==> config.mk <==
export PLATFORM = sky130hd
export DESIGN_NAME = srts_gen
export DESIGN_NICKNAME = d
export VERILOG_FILES = /design/src/rtl/srts_pkg.sv /design/src/rtl/srts_clk_sel.sv /design/src/rtl/srts_period_div.sv /design/src/rtl/srts_nib_fifo.sv /design/src/rtl/srts_sticky.sv /design/src/rtl/srts_gen.sv
export SDC_FILE = /design/constraint.sdc
export NUM_CORES = 1
export LEC_CHECK = 0
export BUFFER_PORTS_ARGS = -buffer_cell sky130_fd_sc_hd__buf_2
export CORE_MARGIN = 5
export CORE_UTILIZATION = 55
export CTS_CLUSTER_DIAMETER = 40
export CTS_CLUSTER_SIZE = 14
export DETAILED_ROUTE_END_ITERATION = 16
export HOLD_SLACK_MARGIN = 0.05
export PLACE_DENSITY = 0.78
export SYNTH_ARGS = -nofsm -noshare
export SYNTH_HDL_FRONTEND = slang
export SYNTH_SLANG_ARGS = --single-unit
==> constraint.sdc <==
create_clock -name clk -period 3.8 [get_ports clk]
set_input_delay 0.76 -clock clk [delete_from_list [all_inputs] [get_ports clk]]
set_output_delay 0.76 -clock clk [all_outputs]
set_load 0.05 [all_outputs]
==> src/rtl/srts_pkg.sv <==
package srts_pkg;
   typedef enum logic [1:0] {
      SRC_LINE = 2'b00,
      SRC_PLL  = 2'b01,
      SRC_BP   = 2'b10,
      SRC_NONE = 2'b11
   } src_e;
endpackage

==> src/rtl/srts_clk_sel.sv <==
module srts_clk_sel #(
   parameter bit ALLOW_BP = 1'b1
) (
   input  logic [1:0] src_sel,
   input  logic       structured,
   input  logic       line_tick,
   input  logic       pll_tick,
   input  logic       bp_tick,
   output logic       svc_tick
);
   import srts_pkg::*;

   logic bp_gated;

   generate
      if (ALLOW_BP) begin : g_bp
         assign bp_gated = structured & bp_tick;
      end else begin : g_no_bp
         assign bp_gated = 1'b0;
      end
   endgenerate

   always_comb begin
      case (src_e'(src_sel))
         SRC_LINE: svc_tick = line_tick;
         SRC_PLL:  svc_tick = pll_tick;
         SRC_BP:   svc_tick = bp_gated;
         default:  svc_tick = 1'b0;
      endcase
   end
endmodule

==> src/rtl/srts_period_div.sv <==
module srts_period_div #(
   parameter int DIV_MAIN = 3008,
   parameter int DIV_ALT  = 3000
) (
   input  logic clk,
   input  logic rst,
   input  logic tick,
   input  logic use_alt,
   output logic term
);
   localparam int DIV_MAX = (DIV_MAIN > DIV_ALT) ? DIV_MAIN : DIV_ALT;
   localparam int CW      = $clog2(DIV_MAX + 1);

   generate
      if (DIV_MAIN < 2 || DIV_ALT < 2) begin : g_bad_ratio
         $error("srts_period_div: divide ratios must be at least 2");
      end
   endgenerate

   logic [CW-1:0] cnt;
   logic [CW-1:0] last;

   assign last = use_alt ? CW'(DIV_ALT - 1) : CW'(DIV_MAIN - 1);
   assign term = tick && (cnt >= last);

   always_ff @(posedge clk) begin
      if (rst) begin
         cnt <= '0;
      end else if (term) begin
         cnt <= '0;
      end else if (tick) begin
         cnt <= cnt + 1'b1;
      end
   end

   // the count never reaches the larger ratio
   p_cnt_range_r2: assert property (@(posedge clk) disable iff (rst)
      cnt < CW'(DIV_MAX));
   // a terminal tick restarts the period
   p_term_wrap_r2: assert property (@(posedge clk) disable iff (rst)
      term |=> (cnt == '0));
   // without a tick the count holds
   p_cnt_hold_r2: assert property (@(posedge clk) disable iff (rst)
      !tick |=> $stable(cnt));
endmodule

==> src/rtl/srts_nib_fifo.sv <==
module srts_nib_fifo #(
   parameter int W     = 4,
   parameter int DEPTH = 5
) (
   input  logic         clk,
   input  logic         rst,
   input  logic         push,
   input  logic [W-1:0] wr_data,
   input  logic         pop,
   output logic [W-1:0] rd_data,
   output logic         full,
   output logic         empty,
   output logic         ovf_ev,
   output logic         unf_ev
);
   localparam int AW = (DEPTH > 1) ? $clog2(DEPTH) : 1;
   localparam int CW = $clog2(DEPTH + 1);

   generate
      if (DEPTH < 2 || W < 1) begin : g_bad_cfg
         $error("srts_nib_fifo: DEPTH must be >= 2 and W >= 1");
      end
   endgenerate

   logic [W-1:0]  mem [DEPTH];
   logic [AW-1:0] wptr, rptr;
   logic [CW-1:0] count;
   logic          do_push, do_pop;

   assign full    = (count == CW'(DEPTH));
   assign empty   = (count == '0);
   assign do_pop  = pop && !empty;
   assign do_push = push && (!full || do_pop);
   assign ovf_ev  = push && !do_push;
   assign unf_ev  = pop && empty;

   generate
      for (genvar i = 0; i < DEPTH; i++) begin : g_slot
         always_ff @(posedge clk) begin
            if (do_push && (wptr == AW'(i))) begin
               mem[i] <= wr_data;
            end
         end
      end
   endgenerate

   always_ff @(posedge clk) begin
      if (rst) begin
         wptr    <= '0;
         rptr    <= '0;
         count   <= '0;
         rd_data <= '0;
      end else begin
         if (do_push) begin
            wptr <= (wptr == AW'(DEPTH - 1)) ? '0 : wptr + 1'b1;
         end
         if (do_pop) begin
            rd_data <= mem[rptr];
            rptr    <= (rptr == AW'(DEPTH - 1)) ? '0 : rptr + 1'b1;
         end
         case ({do_push, do_pop})
            2'b10:   count <= count + 1'b1;
            2'b01:   count <= count - 1'b1;
            default: count <= count;
         endcase
      end
   end

   // occupancy bounded by the depth
   p_count_bound_r6: assert property (@(posedge clk) disable iff (rst)
      count <= CW'(DEPTH));
   // a dropped write leaves the queue full
   p_no_overflow_r7: assert property (@(posedge clk) disable iff (rst)
      (push && full && !pop) |=> full);
   // a pop on empty leaves the output nibble unchanged
   p_unf_hold_r8: assert property (@(posedge clk) disable iff (rst)
      (pop && empty) |=> $stable(rd_data));
endmodule

==> src/rtl/srts_sticky.sv <==
module srts_sticky (
   input  logic clk,
   input  logic rst,
   input  logic set,
   input  logic clr,
   output logic q
);
   always_ff @(posedge clk) begin
      if (rst) begin
         q <= 1'b0;
      end else if (set) begin
         q <= 1'b1;
      end else if (clr) begin
         q <= 1'b0;
      end
   end

   // an event always wins over a clear
   p_set_wins_r9: assert property (@(posedge clk) disable iff (rst)
      set |=> q);
   // a clear without an event drops the flag
   p_clear_r9: assert property (@(posedge clk) disable iff (rst)
      (clr && !set) |=> !q);
endmodule

==> src/rtl/srts_gen.sv <==
module srts_gen #(
   parameter int NIB_W      = 4,
   parameter int FIFO_DEPTH = 5,
   parameter int DIV_MAIN   = 3008,
   parameter int DIV_ALT    = 3000,
   parameter bit ALLOW_BP   = 1'b1
) (
   input  logic             clk,
   input  logic             rst,
   input  logic [1:0]       src_sel,
   input  logic             structured,
   input  logic             line_tick,
   input  logic             pll_tick,
   input  logic             bp_tick,
   input  logic             div_alt,
   input  logic             cnt_sel,
   input  logic [NIB_W-1:0] net_cnt_a,
   input  logic [NIB_W-1:0] net_cnt_b,
   input  logic             ts_pop,
   output logic [NIB_W-1:0] ts_nibble,
   input  logic             clr_ovf,
   input  logic             clr_unf,
   output logic             ovf_flag,
   output logic             unf_flag
);
   import srts_pkg::*;

   logic             svc_tick;
   logic             period_end;
   logic [NIB_W-1:0] sample;
   logic             q_full, q_empty;
   logic             ovf_ev, unf_ev;

   srts_clk_sel #(.ALLOW_BP(ALLOW_BP)) u_sel (
      .src_sel    (src_sel),
      .structured (structured),
      .line_tick  (line_tick),
      .pll_tick   (pll_tick),
      .bp_tick    (bp_tick),
      .svc_tick   (svc_tick)
   );

   srts_period_div #(.DIV_MAIN(DIV_MAIN), .DIV_ALT(DIV_ALT)) u_div (
      .clk     (clk),
      .rst     (rst),
      .tick    (svc_tick),
      .use_alt (div_alt),
      .term    (period_end)
   );

   assign sample = cnt_sel ? net_cnt_b : net_cnt_a;

   srts_nib_fifo #(.W(NIB_W), .DEPTH(FIFO_DEPTH)) u_fifo (
      .clk     (clk),
      .rst     (rst),
      .push    (period_end),
      .wr_data (sample),
      .pop     (ts_pop),
      .rd_data (ts_nibble),
      .full    (q_full),
      .empty   (q_empty),
      .ovf_ev  (ovf_ev),
      .unf_ev  (unf_ev)
   );

   srts_sticky u_ovf (
      .clk (clk), .rst (rst), .set (ovf_ev), .clr (clr_ovf), .q (ovf_flag)
   );

   srts_sticky u_unf (
      .clk (clk), .rst (rst), .set (unf_ev), .clr (clr_unf), .q (unf_flag)
   );

   // backplane strobes never count outside structured mode
   p_bp_blocked_r5: assert property (@(posedge clk) disable iff (rst)
      (!structured && src_sel == SRC_BP) |-> !svc_tick);
   // source code 3 counts nothing
   p_src_none_r5: assert property (@(posedge clk) disable iff (rst)
      (src_sel == SRC_NONE) |-> !period_end);
   // overflow flag is sticky until cleared
   p_ovf_sticky_r7: assert property (@(posedge clk) disable iff (rst)
      (ovf_flag && !clr_ovf) |=> ovf_flag);
   // pop on an empty queue raises the underrun flag
   p_unf_set_r8: assert property (@(posedge clk) disable iff (rst)
      (ts_pop && q_empty) |=> unf_flag);
   // underrun flag is sticky until cleared
   p_unf_sticky_r8: assert property (@(posedge clk) disable iff (rst)
      (unf_flag && !clr_unf) |=> unf_flag);
endmodule

==> flow_metrics.env <==
export IMPL_outcome="completed"
export IMPL_grt_ovfl_total=0
export IMPL_min_from="u_ovf.q"
export IMPL_setup_viol=0
export IMPL_drtAntennaViolNets=0
export IMPL_rows=23
export IMPL_path_clk_slew_ns=0.08
export IMPL_cap_violations=0
export IMPL_cts_buffers=5
export IMPL_htree_levels=2
export IMPL_gp_congestion=0.7526
export IMPL_start_util=0.5591
export IMPL_post_cts_setup_buffer_count=0
export IMPL_drv_slew=0
export IMPL_diodes=0
export IMPL_dieArea_um2=5340
export IMPL_yosys_most_used_dff="dfxtp_1"
export IMPL_period_needed_ns=2.770
export IMPL_syn_inst=201
export IMPL_synth_warnings=0
export IMPL_synth_edf_count=20
export IMPL_cp_max_fo=11
export IMPL_async_flop_share=0
export IMPL_route_detailed_drc=0
export IMPL_worst_pin_slew_ns=0.7381
export IMPL_register_area_um2=1141
export IMPL_first_global_vias=1434
export IMPL_hp_class="register to register"
export IMPL_max_freq_mhz=361.1
export IMPL_place_area_um2=2360
export IMPL_reg2reg_slack_ns=1.19
export IMPL_yosys_area_top_type_share=0.2744
export IMPL_grt_pass1_wl_um=6417
export IMPL_synth_seq_cells=47
export IMPL_tns_ns=0
export IMPL_grt_start_max_net_pins=17
export IMPL_synth_nets=233
export IMPL_vdd_drop_max_uv=204.0
export IMPL_worstPathCellList="buf_2 > ha_1 > a31oi_1 > o311ai_2 > o211ai_1 > buf_4 > ha_1 > inv_1 > fa_1 > xor2_1 > or3_1 > a21oi_1"
export IMPL_drt_iter0_drc=61
export IMPL_hpwl_um=2800
export IMPL_slowest_stage="fa_1"
export IMPL_antenna_found_initial=0
export IMPL_top_level_ports=27
export IMPL_path_common_cell="ha_1"
export IMPL_worstHoldEndpoint="u_ovf.q"
export IMPL_cts_num_sinks=47
export IMPL_startpoint_type="primary input"
export IMPL_final_nets=260
export IMPL_setup_worst_path_end_class="register"
export IMPL_yosys_area_top_type="edfxtp_1"
export IMPL_clk_latency_ns=0.30
export IMPL_powerDensity_nw_per_um2=352.1
export IMPL_synth_cell_type_count=39
export IMPL_die_x_um=73.08
export IMPL_hold_buffers=0
export IMPL_path_buf_inv=3
export IMPL_clockBufferDepth=2
export IMPL_whs_path_depth=2
export IMPL_wirelength_um=3788
export IMPL_fin_area_um2=2445
export IMPL_synth_area_leaders="edfxtp_1 27%, dfxtp_1 25%, ha_1 5.7%"
export IMPL_vias=1515
export IMPL_syn_to_final_growth_pct=11.72
export IMPL_die_h_um=73.08
export IMPL_design_core_area_um2=3914
export IMPL_syn_area_per_cell_um2=10.89
export IMPL_required_ns=4.03
export IMPL_multiInputGateArea_um2=965.9
export IMPL_netlist_top_cells_count="27 x dfxtp_1, 27 x nor2_1, 20 x edfxtp_1, 12 x inv_1, 12 x nand2_1"
export IMPL_fin_skew_ns=0.008636
export IMPL_finalHoldViolCount=0
export IMPL_slew_headroom=0.5069
export IMPL_dr_pass1_iters=4
export IMPL_path_delay_family="adder cells"
export IMPL_wl_per_cell_um=13.58
export IMPL_vias_per_cell=5.430
export IMPL_reg2reg_from="u_div.cnt[3]"
export IMPL_track_usage=0.1592
export IMPL_critical_path_max_stage_delay_ns=0.37
export IMPL_cts_tree="built"
export IMPL_port_buffers=26
export IMPL_critPathArrivalTime_ns=3.00
export IMPL_fillCellCount=354
export IMPL_rr_worst_depth=11
export IMPL_synth_seq_area_share=0.5214
export IMPL_path_class="primary input to register"
export IMPL_rsz0062_at_grt="no"
export IMPL_cts_resized=0
export IMPL_finalCritPeriodShare=0.7288
export IMPL_r2r_end="u_fifo.count[2]"
export IMPL_leakage_nw=0.8573
export IMPL_synthesis_area_um2=2188
export IMPL_drive_gt1_frac=0.1965
export IMPL_cts_root_buf="clkbuf_8"
-- tightest hold or removal path, stage by stage (launching register included) --
cell	delay [ns]
dfxtp_1	0.31
nand2b_1	0.06
a21oi_1	0.06
-- cell families (layout without fill, tap and decap cells) --
group	Yosys count	count (layout)	share of synthesized area
mux	13	13	0.08691
fa+ha+maj	11	11	0.06632
buf+inv	20	48	0.03717
xor+xnor	12	12	0.04803
compound gates	34	34	0.1001
flops	47	47	0.5214
simple gates	64	64	0.1401
-- report_power, final --
part | internal [mW] | total [mW] | switching, mW
combinational | 0.0158 | 0.0379 | 0.0221
clock | 0.129 | 0.291 | 0.162
sequential | 0.529 | 0.532 | 0.00229
total | 0.674 | 0.861 | 0.187
-- through the flow --
stage / worst slack, ns / power [mW] / utilization / cells / hold WS [ns]
3_5_place_dp: 0.7023 / 0.5814 / 0.6029 / 271 / 0.4710
3_3_place_gp: 0.7533 / 0.5807 / 0.6029 / 271 / 0.4655
6_report: 1.031 / 0.8608 / 0.6247 / 279 / 0.4757
4_1_cts: 1.018 / 0.8681 / 0.6247 / 279 / 0.4817
2_1_floorplan: 0.9355 / 0.5639 / - / 201 / 0.4617
5_1_grt: 0.8776 / 0.8976 / 0.6247 / 279 / 0.5081
-- registers in the layout, summed over array words and instances (netlist names) --
signal	count
u_fifo.wptr	3
u_fifo.count	3
u_div.cnt	12
u_ovf.q	1
u_fifo.rptr	3
u_fifo.mem	20
u_unf.q	1
u_fifo.rd_data	4
-- worst max path at each step --
stage	startpoint	to	slack, ns	cells after the start
after CTS	div_alt	u_fifo.count[2]	1.02	12
after global placement	div_alt	u_fifo.count[2]	0.75	12
after floorplan	div_alt	u_fifo.count[2]	0.94	11
after global routing	div_alt	u_fifo.count[2]	0.88	12
final	div_alt	u_fifo.count[2]	1.03	12
after detailed placement	div_alt	u_fifo.count[2]	0.70	12
-- routing by layer --
layer	part of all wire	vias to the layer above	wire length, um	global-route usage
li1	-	763	-	-
met1	0.48	718	1808	0.2046
met2	0.46	27	1739	0.2453
met3	0.044	7	165	0.04545
met4	0.020	0	74	0.07787
met5	0	-	0	0
-- placed cells by master (no fill, tap or decap), types with 2 or more instances in the layout --
cell and n:
a211oi_1 5, a21oi_1 11, buf_2 26, buf_4 2, clkbuf_8 5, dfxtp_1 27
edfxtp_1 20, ha_1 10, inv_1 12, mux2_2 4, mux2i_1 4, mux4_2 4
nand2_1 12, nand2b_1 4, nand3_1 4, nand3b_1 2, nand4_1 2, nor2_1 27
nor3_1 3, nor3b_1 3, o211ai_1 4, o21ai_0 6, o21ai_1 2, o31a_1 2
xor2_1 11
-- final cells by class --
| class | count | area share |
|---|---|---|
| Multi-Input combinational cell | 134 | 0.3951 |
| Sequential cell | 47 | 0.4667 |
| Clock inverter | 2 | 0.005118 |
| Clock buffer | 6 | 0.02968 |
| Tap cell | 50 | 0.02559 |
| Inverter | 12 | 0.01842 |
| Timing Repair Buffer | 28 | 0.05937 |
No activity file was read; power rests on OpenSTA's default activity.
